## src/rtl/jdbg_pkg.sv

```systemverilog
package jdbg_pkg;
  parameter int IR_BITS = 8;
  parameter int DR_BITS = 16;
  parameter int SLOT_W  = 32;
  localparam int IR_SLOTS = IR_BITS + 6;
  localparam int DR_SLOTS = DR_BITS + 5;

  localparam logic [DR_BITS-1:0] CW_READ_W  = 16'h2409;
  localparam logic [DR_BITS-1:0] CW_READ_B  = 16'h2419;
  localparam logic [DR_BITS-1:0] CW_WRITE_W = 16'h2408;
  localparam logic [DR_BITS-1:0] CW_WRITE_B = 16'h2418;
  localparam logic [DR_BITS-1:0] CW_RELEASE = 16'h2401;
  localparam logic [DR_BITS-1:0] CW_PC_FREE = 16'h3401;
  localparam logic [DR_BITS-1:0] CW_RST_ON  = 16'h2C01;
  localparam logic [DR_BITS-1:0] OP_SELFJMP = 16'h3FFF;
  localparam logic [DR_BITS-1:0] OP_LOADPC  = 16'h4030;
  localparam int FETCH_BIT = 7;

  typedef enum logic [2:0] {
    K_END, K_RST, K_IR, K_DR, K_POLL, K_TLO, K_THI
  } step_kind_e;

  typedef enum logic [2:0] {
    C_TAPRST = 3'd0, C_HALT = 3'd1, C_RELEASE = 3'd2, C_FETCH = 3'd3,
    C_SETPC = 3'd4, C_READ = 3'd5, C_WRITE = 3'd6, C_CPURST = 3'd7
  } cmd_e;

  typedef struct packed {
    step_kind_e         kind;
    logic [DR_BITS-1:0] val;
  } step_t;

  typedef struct packed {
    logic [SLOT_W-1:0] tms;
    logic [SLOT_W-1:0] tdi;
    logic [SLOT_W-1:0] dmask;
    logic [5:0]        len;
  } scan_pat_t;

  // Slot-by-slot TMS/TDI pattern of one scan, starting and ending in Run-Test/Idle.
  function automatic scan_pat_t build_scan(step_kind_e kind, logic [DR_BITS-1:0] val,
                                           logic [5:0] rst_ones);
    scan_pat_t p;
    p = '0;
    case (kind)
      K_RST: begin
        for (int i = 0; i < SLOT_W; i++)
          if (i < int'(rst_ones)) p.tms[i] = 1'b1;
        p.len = rst_ones + 6'd1;
      end
      K_IR: begin
        p.tms[0] = 1'b1;
        p.tms[1] = 1'b1;
        for (int k = 0; k < IR_BITS; k++) p.tdi[4+k] = val[k];
        p.tms[4+IR_BITS-1] = 1'b1;
        p.tms[4+IR_BITS]   = 1'b1;
        p.len = 6'(IR_SLOTS);
      end
      K_DR, K_POLL: begin
        p.tms[0] = 1'b1;
        for (int k = 0; k < DR_BITS; k++) begin
          p.tdi[3+k]   = val[DR_BITS-1-k];
          p.dmask[3+k] = 1'b1;
        end
        p.tms[3+DR_BITS-1] = 1'b1;
        p.tms[3+DR_BITS]   = 1'b1;
        p.len = 6'(DR_SLOTS);
      end
      default: p = '0;
    endcase
    return p;
  endfunction
endpackage

```

## src/rtl/jdbg_scan_engine.sv

```systemverilog
module jdbg_scan_engine
  import jdbg_pkg::*;
#(
  parameter int TCK_HALF = 2,
  parameter int RST_ONES = 6
) (
  input  logic               clk,
  input  logic               rst_n,
  input  logic               start,
  input  step_kind_e         kind,
  input  logic [DR_BITS-1:0] val,
  input  logic               tdo,
  output logic               tck,
  output logic               tms,
  output logic               tdi,
  output logic               busy,
  output logic               fin,
  output logic [DR_BITS-1:0] cap
);
  localparam int CW = $clog2(2*TCK_HALF) + 1;
  localparam logic [CW-1:0] RISE_AT = CW'(TCK_HALF - 1);
  localparam logic [CW-1:0] FALL_AT = CW'(2*TCK_HALF - 1);

  scan_pat_t pat, pat_new;
  logic [CW-1:0] cnt;
  logic [4:0]    slot;
  logic [4:0]    slot_nx;
  logic          rise_ev, fall_ev, last_slot;

  assign pat_new   = build_scan(kind, val, 6'(RST_ONES));
  assign rise_ev   = busy && (cnt == RISE_AT);
  assign fall_ev   = busy && (cnt == FALL_AT);
  assign last_slot = ({1'b0, slot} == pat.len - 6'd1);
  assign slot_nx   = slot + 5'd1;

  always_ff @(posedge clk or negedge rst_n) begin
    if (!rst_n) begin
      busy <= 1'b0; cnt <= '0; slot <= '0; pat <= '0;
      tck <= 1'b0; tms <= 1'b1; tdi <= 1'b0; cap <= '0; fin <= 1'b0;
    end else begin
      fin <= 1'b0;
      if (!busy) begin
        if (start) begin
          pat  <= pat_new;
          busy <= 1'b1;
          cnt  <= '0;
          slot <= '0;
          tck  <= 1'b0;
          tms  <= pat_new.tms[0];
          tdi  <= pat_new.tdi[0];
        end
      end else begin
        if (rise_ev) begin
          tck <= 1'b1;
          if (pat.dmask[slot]) cap <= {cap[DR_BITS-2:0], tdo};
        end
        if (fall_ev) begin
          cnt <= '0;
          tck <= 1'b0;
          if (last_slot) begin
            busy <= 1'b0;
            fin  <= 1'b1;
          end else begin
            slot <= slot_nx;
            tms  <= pat.tms[slot_nx];
            tdi  <= pat.tdi[slot_nx];
          end
        end else begin
          cnt <= cnt + CW'(1);
        end
      end
    end
  end

  a_r2_pins_hold_high: assert property (@(posedge clk) disable iff (!rst_n)
    (tck && $past(tck)) |-> ($stable(tms) && $stable(tdi)));
  a_r2_idle_low: assert property (@(posedge clk) disable iff (!rst_n)
    !busy |-> !tck);
  a_r14_start_when_free: assert property (@(posedge clk) disable iff (!rst_n)
    start |-> !busy);
endmodule

```

## src/rtl/jdbg_cmd_seq.sv

```systemverilog
module jdbg_cmd_seq
  import jdbg_pkg::*;
#(
  parameter int POLL_MAX = 50,
  parameter logic [IR_BITS-1:0] IR_CTL   = 8'h13,
  parameter logic [IR_BITS-1:0] IR_CTLCAP = 8'h14,
  parameter logic [IR_BITS-1:0] IR_DAT   = 8'h41,
  parameter logic [IR_BITS-1:0] IR_ADR   = 8'h83,
  parameter logic [IR_BITS-1:0] IR_D2A   = 8'h85,
  parameter logic [IR_BITS-1:0] IR_ACAP  = 8'h84
) (
  input  logic               clk,
  input  logic               rst_n,
  input  logic               req_valid,
  output logic               req_ready,
  input  logic [2:0]         req_cmd,
  input  logic               req_byte,
  input  logic [DR_BITS-1:0] req_addr,
  input  logic [DR_BITS-1:0] req_wdata,
  output logic               rsp_done,
  output logic [DR_BITS-1:0] rsp_data,
  output logic               rsp_err,
  output logic               tclk,
  output logic               eng_start,
  output step_kind_e         eng_kind,
  output logic [DR_BITS-1:0] eng_val,
  input  logic               eng_fin,
  input  logic [DR_BITS-1:0] eng_cap
);
  localparam int PW = $clog2(POLL_MAX + 1);

  typedef enum logic [1:0] {S_IDLE, S_ISSUE, S_WAIT, S_DONE} st_e;

  st_e                state;
  cmd_e               cmd_q;
  logic               byte_q;
  logic [DR_BITS-1:0] addr_q, data_q;
  logic [3:0]         idx;
  logic [PW-1:0]      polls;
  step_t              step;
  logic               poll_hit, poll_last;

  function automatic step_t mk(step_kind_e k, logic [DR_BITS-1:0] v);
    step_t s;
    s.kind = k;
    s.val  = v;
    return s;
  endfunction

  function automatic step_t ir(logic [IR_BITS-1:0] op);
    return mk(K_IR, DR_BITS'(op));
  endfunction

  // Fixed script of each command, one step per index; K_END closes it.
  function automatic step_t script_step(cmd_e c, logic [3:0] i, logic b,
                                        logic [DR_BITS-1:0] a, logic [DR_BITS-1:0] d);
    step_t s;
    s = mk(K_END, '0);
    case (c)
      C_TAPRST: if (i == 0) s = mk(K_RST, '0);
      C_HALT: case (i)
        4'd0: s = ir(IR_DAT);        4'd1: s = mk(K_DR, OP_SELFJMP);
        4'd2: s = mk(K_TLO, '0);     4'd3: s = ir(IR_CTL);
        4'd4: s = mk(K_DR, CW_READ_W); 4'd5: s = mk(K_THI, '0);
        default: ;
      endcase
      C_RELEASE: case (i)
        4'd0: s = ir(IR_CTL); 4'd1: s = mk(K_DR, CW_RELEASE); 4'd2: s = ir(IR_ACAP);
        default: ;
      endcase
      C_FETCH: case (i)
        4'd0: s = ir(IR_CTLCAP); 4'd1: s = mk(K_POLL, '0);
        default: ;
      endcase
      C_SETPC: case (i)
        4'd0: s = ir(IR_CTL);        4'd1: s = mk(K_DR, CW_PC_FREE);
        4'd2: s = ir(IR_DAT);        4'd3: s = mk(K_DR, OP_LOADPC);
        4'd4: s = mk(K_TLO, '0);     4'd5: s = mk(K_THI, '0);
        4'd6: s = mk(K_DR, a);       4'd7: s = mk(K_TLO, '0);
        4'd8: s = mk(K_THI, '0);     4'd9: s = ir(IR_ACAP);
        4'd10: s = mk(K_TLO, '0);    4'd11: s = ir(IR_CTL);
        4'd12: s = mk(K_DR, CW_RELEASE); 4'd13: s = mk(K_THI, '0);
        default: ;
      endcase
      C_READ: case (i)
        4'd0: s = mk(K_TLO, '0);     4'd1: s = ir(IR_CTL);
        4'd2: s = mk(K_DR, b ? CW_READ_B : CW_READ_W);
        4'd3: s = ir(IR_ADR);        4'd4: s = mk(K_DR, a);
        4'd5: s = ir(IR_D2A);        4'd6: s = mk(K_THI, '0);
        4'd7: s = mk(K_TLO, '0);     4'd8: s = mk(K_DR, '0);
        4'd9: s = mk(K_THI, '0);
        default: ;
      endcase
      C_WRITE: case (i)
        4'd0: s = mk(K_TLO, '0);     4'd1: s = ir(IR_CTL);
        4'd2: s = mk(K_DR, b ? CW_WRITE_B : CW_WRITE_W);
        4'd3: s = ir(IR_ADR);        4'd4: s = mk(K_DR, a);
        4'd5: s = ir(IR_D2A);        4'd6: s = mk(K_DR, d);
        4'd7: s = mk(K_THI, '0);
        default: ;
      endcase
      C_CPURST: case (i)
        4'd0: s = ir(IR_CTL); 4'd1: s = mk(K_DR, CW_RST_ON); 4'd2: s = mk(K_DR, CW_RELEASE);
        default: ;
      endcase
      default: ;
    endcase
    return s;
  endfunction

  assign step      = script_step(cmd_q, idx, byte_q, addr_q, data_q);
  assign eng_kind  = step.kind;
  assign eng_val   = step.val;
  assign eng_start = (state == S_ISSUE) &&
                     (step.kind inside {K_RST, K_IR, K_DR, K_POLL});
  assign poll_hit  = eng_cap[FETCH_BIT];
  assign poll_last = (polls == PW'(POLL_MAX - 1));
  assign req_ready = (state == S_IDLE);
  assign rsp_done  = (state == S_DONE);

  always_ff @(posedge clk or negedge rst_n) begin
    if (!rst_n) begin
      state <= S_IDLE; cmd_q <= C_TAPRST; byte_q <= 1'b0; addr_q <= '0; data_q <= '0;
      idx <= '0; polls <= '0; rsp_data <= '0; rsp_err <= 1'b0; tclk <= 1'b1;
    end else begin
      case (state)
        S_IDLE: if (req_valid) begin
          cmd_q   <= cmd_e'(req_cmd);
          byte_q  <= req_byte;
          addr_q  <= req_addr;
          data_q  <= req_wdata;
          idx     <= '0;
          polls   <= '0;
          rsp_err <= 1'b0;
          state   <= S_ISSUE;
        end
        S_ISSUE: case (step.kind)
          K_END: state <= S_DONE;
          K_TLO: begin tclk <= 1'b0; idx <= idx + 4'd1; end
          K_THI: begin tclk <= 1'b1; idx <= idx + 4'd1; end
          default: state <= S_WAIT;
        endcase
        S_WAIT: if (eng_fin) begin
          state <= S_ISSUE;
          if (step.kind inside {K_DR, K_POLL}) rsp_data <= eng_cap;
          if (step.kind == K_POLL) begin
            if (poll_hit) idx <= idx + 4'd1;
            else if (poll_last) begin
              rsp_err <= 1'b1;
              state   <= S_DONE;
            end else polls <= polls + PW'(1);
          end else idx <= idx + 4'd1;
        end
        default: state <= S_IDLE;
      endcase
    end
  end

  a_r12_poll_bound: assert property (@(posedge clk) disable iff (!rst_n)
    polls < PW'(POLL_MAX));
  a_r12_err_at_done: assert property (@(posedge clk) disable iff (!rst_n)
    $rose(rsp_err) |-> rsp_done);
  a_r14_done_pulse: assert property (@(posedge clk) disable iff (!rst_n)
    rsp_done |=> (!rsp_done && req_ready));
  a_r14_no_start_idle: assert property (@(posedge clk) disable iff (!rst_n)
    req_ready |-> !eng_start);
endmodule

```

## src/rtl/jdbg_seq_top.sv

```systemverilog
module jdbg_seq_top
  import jdbg_pkg::*;
#(
  parameter int TCK_HALF = 2,
  parameter int RST_ONES = 6,
  parameter int POLL_MAX = 50,
  parameter logic [7:0] IR_CTL    = 8'h13,
  parameter logic [7:0] IR_CTLCAP = 8'h14,
  parameter logic [7:0] IR_DAT    = 8'h41,
  parameter logic [7:0] IR_ADR    = 8'h83,
  parameter logic [7:0] IR_D2A    = 8'h85,
  parameter logic [7:0] IR_ACAP   = 8'h84
) (
  input  logic        clk,
  input  logic        rst_n,
  input  logic        req_valid,
  output logic        req_ready,
  input  logic [2:0]  req_cmd,
  input  logic        req_byte,
  input  logic [15:0] req_addr,
  input  logic [15:0] req_wdata,
  output logic        rsp_done,
  output logic [15:0] rsp_data,
  output logic        rsp_err,
  output logic        jtck,
  output logic        jtms,
  output logic        jtdi,
  input  logic        jtdo,
  output logic        jtclk
);
  logic               eng_start, eng_busy, eng_fin;
  step_kind_e         eng_kind;
  logic [DR_BITS-1:0] eng_val, eng_cap;

  jdbg_cmd_seq #(
    .POLL_MAX(POLL_MAX), .IR_CTL(IR_CTL), .IR_CTLCAP(IR_CTLCAP), .IR_DAT(IR_DAT),
    .IR_ADR(IR_ADR), .IR_D2A(IR_D2A), .IR_ACAP(IR_ACAP)
  ) u_seq (
    .clk(clk), .rst_n(rst_n), .req_valid(req_valid), .req_ready(req_ready),
    .req_cmd(req_cmd), .req_byte(req_byte), .req_addr(req_addr), .req_wdata(req_wdata),
    .rsp_done(rsp_done), .rsp_data(rsp_data), .rsp_err(rsp_err), .tclk(jtclk),
    .eng_start(eng_start), .eng_kind(eng_kind), .eng_val(eng_val),
    .eng_fin(eng_fin), .eng_cap(eng_cap)
  );

  jdbg_scan_engine #(.TCK_HALF(TCK_HALF), .RST_ONES(RST_ONES)) u_eng (
    .clk(clk), .rst_n(rst_n), .start(eng_start), .kind(eng_kind), .val(eng_val),
    .tdo(jtdo), .tck(jtck), .tms(jtms), .tdi(jtdi), .busy(eng_busy),
    .fin(eng_fin), .cap(eng_cap)
  );

  a_r14_fin_needs_busy: assert property (@(posedge clk) disable iff (!rst_n)
    eng_start |=> eng_busy);
  a_r12_done_idle_engine: assert property (@(posedge clk) disable iff (!rst_n)
    rsp_done |-> !eng_busy);
endmodule

```

## config.mk

```make
export PLATFORM = sky130hd
export DESIGN_NAME = jdbg_seq_top
export DESIGN_NICKNAME = d
export VERILOG_FILES = /design/src/rtl/jdbg_pkg.sv /design/src/rtl/jdbg_scan_engine.sv /design/src/rtl/jdbg_cmd_seq.sv /design/src/rtl/jdbg_seq_top.sv
export SDC_FILE = /design/constraint.sdc
export NUM_CORES = 1
export LEC_CHECK = 0
export BUFFER_PORTS_ARGS = -buffer_cell sky130_fd_sc_hd__buf_4
export CORE_MARGIN = 3
export CORE_UTILIZATION = 45
export DETAILED_ROUTE_END_ITERATION = 10
export GPL_ROUTABILITY_DRIVEN = 0
export RECOVER_POWER = 50
export SLEW_MARGIN = 20
export SYNTH_ARGS = -nofsm -noshare
export SYNTH_HDL_FRONTEND = slang
export SYNTH_HIERARCHICAL = 1
export SYNTH_SLANG_ARGS = --single-unit
```

## constraint.sdc

```tcl
create_clock -name clk -period 3.7 [get_ports clk]
set_input_delay 0.74 -clock clk [delete_from_list [all_inputs] [get_ports clk]]
set_output_delay 0.74 -clock clk [all_outputs]
set_load 0.01 [all_outputs]
```

==> out/metrics.cfg <==
[routing]
drc=0
finalWirelength_mm=16.2
ant_nets=0
viasPerCell=5.93
dr.pass1.iters=6
drt_first_iter_violations=664
wl_per_cell_um=17.8
vias=5394

[cells_and_area]
layout-drive-gt1-share_pct=29.7
fin_util_pct=55.0
nets=767
syn2layout_area_growth_pct=17.5
antenna_cells=0

[logic_synthesis]
synthTopCellsByArea=dfrtp_1 (43%), mux2_2 (10%), nand2_1 (3.0%)
syn_inst=650
yosys_warnings=6
syn-cell-area_sq_mm=0.00690
ys_top_cells_by_count=dfrtp_1 (118), mux2_2 (62), nand2_1 (56), nor2_1 (34), inv_1 (31)
synth_fp_nets=704
ys_seq_area_share_pct=43.5
ys.flop_type=dfrtp_1
post-synth-top-area-fraction_pct=42.8
yosys.area.top_type=dfrtp_1
ys_types=88
synth-edff-count=0
syn_area_per_cell_sq_um=10.6
async_reset_ff_share_pct=100
synth.most_common_cell=dfrtp_1
synth_seq_cells=120

[sta]
setup-violations-final=0
setup_slack_ns=0.296
slew_viol_final=56
fin_crit_ns=3.40
fin_skew_ns=0.00986
holdWs_ns=0.482
worst_pin_slew_ns=2.83
fin_tns_setup_ns=0
hold_viol=0
min_period_over_period_pct=92.0
rsz0062_at_grt=no
fmax_ghz=0.294
slew_headroom_pct=-88.6

[grt]
grt-ovfl-total=0
grtUsageTotal_pct=20.3
antenna_found_initial=0
grt_pass1_wl_mm=27.1
grt_pass1_vias=5249
grt_max_degree=56

[clock_network]
cts_sinks=120
post_cts_buffers=0
cts.repair.resized=0
clockBufferDepth=2
clkTransAtPathRegs_ns=0.05
cts-root-buf=clkbuf_16
numCtsBuffers=17
cts_tree=yes
h-tree-depth=4
cts_hold_buf=0
clock_latency_ns=0.42

[floorplanning]
dieArea_sq_mm=0.0169
core-area_sq_mm=0.0148
die-width_um=130
ios=63
initial_core_util_pct=46.8
die_h_um=130
row_count=44

[setup_path]
worstPathRequired_ns=3.99
worstPathArrival_ns=3.69
crit_fanout=27
critPathKind=reg -> reg
cp-end-kind=flip-flop
start_kind=flip-flop

[worst_hold_path]
hold_class=reg -> reg

[flow_run]
drv_cap=1

[outcome]
failed_checks=max-capacitance violations, max-slew violations
status=finished, violations left

[placed_design]
dpl.hpwl_mm=11.7
place_ws_ns=0.0674
port_buffers=62

[pwr]
peakVddDrop_uv=405
power_density_mw_per_mm2=829
cellLeakagePower_nw=3.68

-- layout make-up --
class	count	area, sq um
inverters	35	144
flip-flops and latches	120	3010
multi-input cells	453	3530
repair buffers	86	606
clock inverters	10	120
well taps	184	230
clock buffers	21	470
fillers	1290	6650
-- cells by family after synthesis --
group,after synthesis,share of synthesized area (%)
flip-flops,120,43.5
AND/OR/NAND/NOR,182,14.2
multiplexers,88,15.4
AO/OA/AOI/OAI,154,16.9
buffers and inverters,77,5.58
XOR/XNOR,15,1.90
adder cells (fa/ha/maj),14,2.54
-- through the flow --
stage,power [mW],std cells,instance area (sq um)
after global placement,4.98,878,7550
after global routing,7.18,909,8110
after detailed placement,5.05,878,7550
final,6.72,909,8110
after floorplan,4.37,650,6900
after CTS,6.72,909,8140
-- critical path: stages (launching register included) --
cell	delay, ns
dfrtp_1	0.41
inv_1	0.13
ha_2	0.33
a2bb2oi_2	0.24
o21ai_4	0.13
o32a_1	0.39
a41o_4	0.34
clkinv_8	0.10
o21ai_0	0.10
a21oi_2	0.21
nand2_2	0.15
buf_4	0.25
a222oi_1	0.39
inv_1	0.09
-- final timing paths --
path / slack, ns / from / to / cells past startpoint
worst min-delay path: 0.48 / u_eng/pat[70] / u_eng/pat[70] / 2
min in group asynchronous: 1.24 / rst_n / u_seq/polls[5] / 1
worst max-delay path: 0.30 / u_seq/idx[0] / u_eng/pat[48] / 13
worst min register to register: 0.48 / u_eng/pat[70] / u_eng/pat[70] / 2
worst max register to register: 0.30 / u_seq/idx[0] / u_eng/pat[48] / 13
max in group asynchronous: 0.67 / rst_n / u_seq/addr_q[13] / 2
-- sequential cells by signal (all words and copies together), names as in the netlist --
| register | flops |
|---|---|
| u_eng/busy | 1 |
| u_eng/cap | 16 |
| u_eng/cnt | 3 |
| u_eng/fin | 1 |
| u_eng/pat | 25 |
| u_eng/slot | 5 |
| u_eng/tck | 1 |
| u_eng/tdi | 1 |
| u_eng/tms | 1 |
| u_seq/addr_q | 16 |
| u_seq/byte_q | 1 |
| u_seq/cmd_q | 3 |
| u_seq/data_q | 16 |
| u_seq/idx | 4 |
| u_seq/polls | 6 |
| u_seq/rsp_data | 16 |
| u_seq/rsp_err | 1 |
| u_seq/state | 2 |
| u_seq/tclk | 1 |
-- per-layer routing --
metal	track usage, %	up-vias	wire length, um
met1	29.0	2614	7420
li1	-	2530	-
met3	4.99	40	1040
met5	0	-	0
met2	30.0	210	7300
met4	7.46	0	421
-- power by group --
part / switching, mW / internal, mW
Combinational: 1.64 / 1.33
Sequential: 0.404 / 1.72
Clock: 0.590 / 1.04
Total: 2.63 / 4.09
-- layout by cell type, fill, tap and decap left out, types with 4 or more instances in the layout --
| cell | count |
|---|---|
| nor3b_2 | 4 |
| and3_1 | 5 |
| nor2_1 | 33 |
| clkinvlp_4 | 5 |
| a222oi_1 | 8 |
| clkbuf_16 | 17 |
| mux2_2 | 62 |
| a31oi_1 | 5 |
| dfrtp_1 | 118 |
| mux2i_1 | 10 |
| a21oi_1 | 29 |
| buf_4 | 70 |
| xor2_1 | 6 |
| a221o_1 | 8 |
| nand3_1 | 16 |
| nand4_1 | 5 |
| mux2_4 | 13 |
| o21ai_0 | 22 |
| clkbuf_1 | 13 |
| o221ai_1 | 4 |
| o22ai_1 | 7 |
| o31ai_1 | 6 |
| ha_1 | 10 |
| a22o_1 | 11 |
| nor2b_1 | 7 |
| inv_1 | 31 |
| a21o_1 | 5 |
| xnor2_1 | 9 |
| a211o_1 | 7 |
| nand2_1 | 56 |
| nor3_1 | 11 |
| a22oi_1 | 4 |
| ha_2 | 4 |
| nand2b_1 | 7 |
Power figures use the tool's default switching activity.
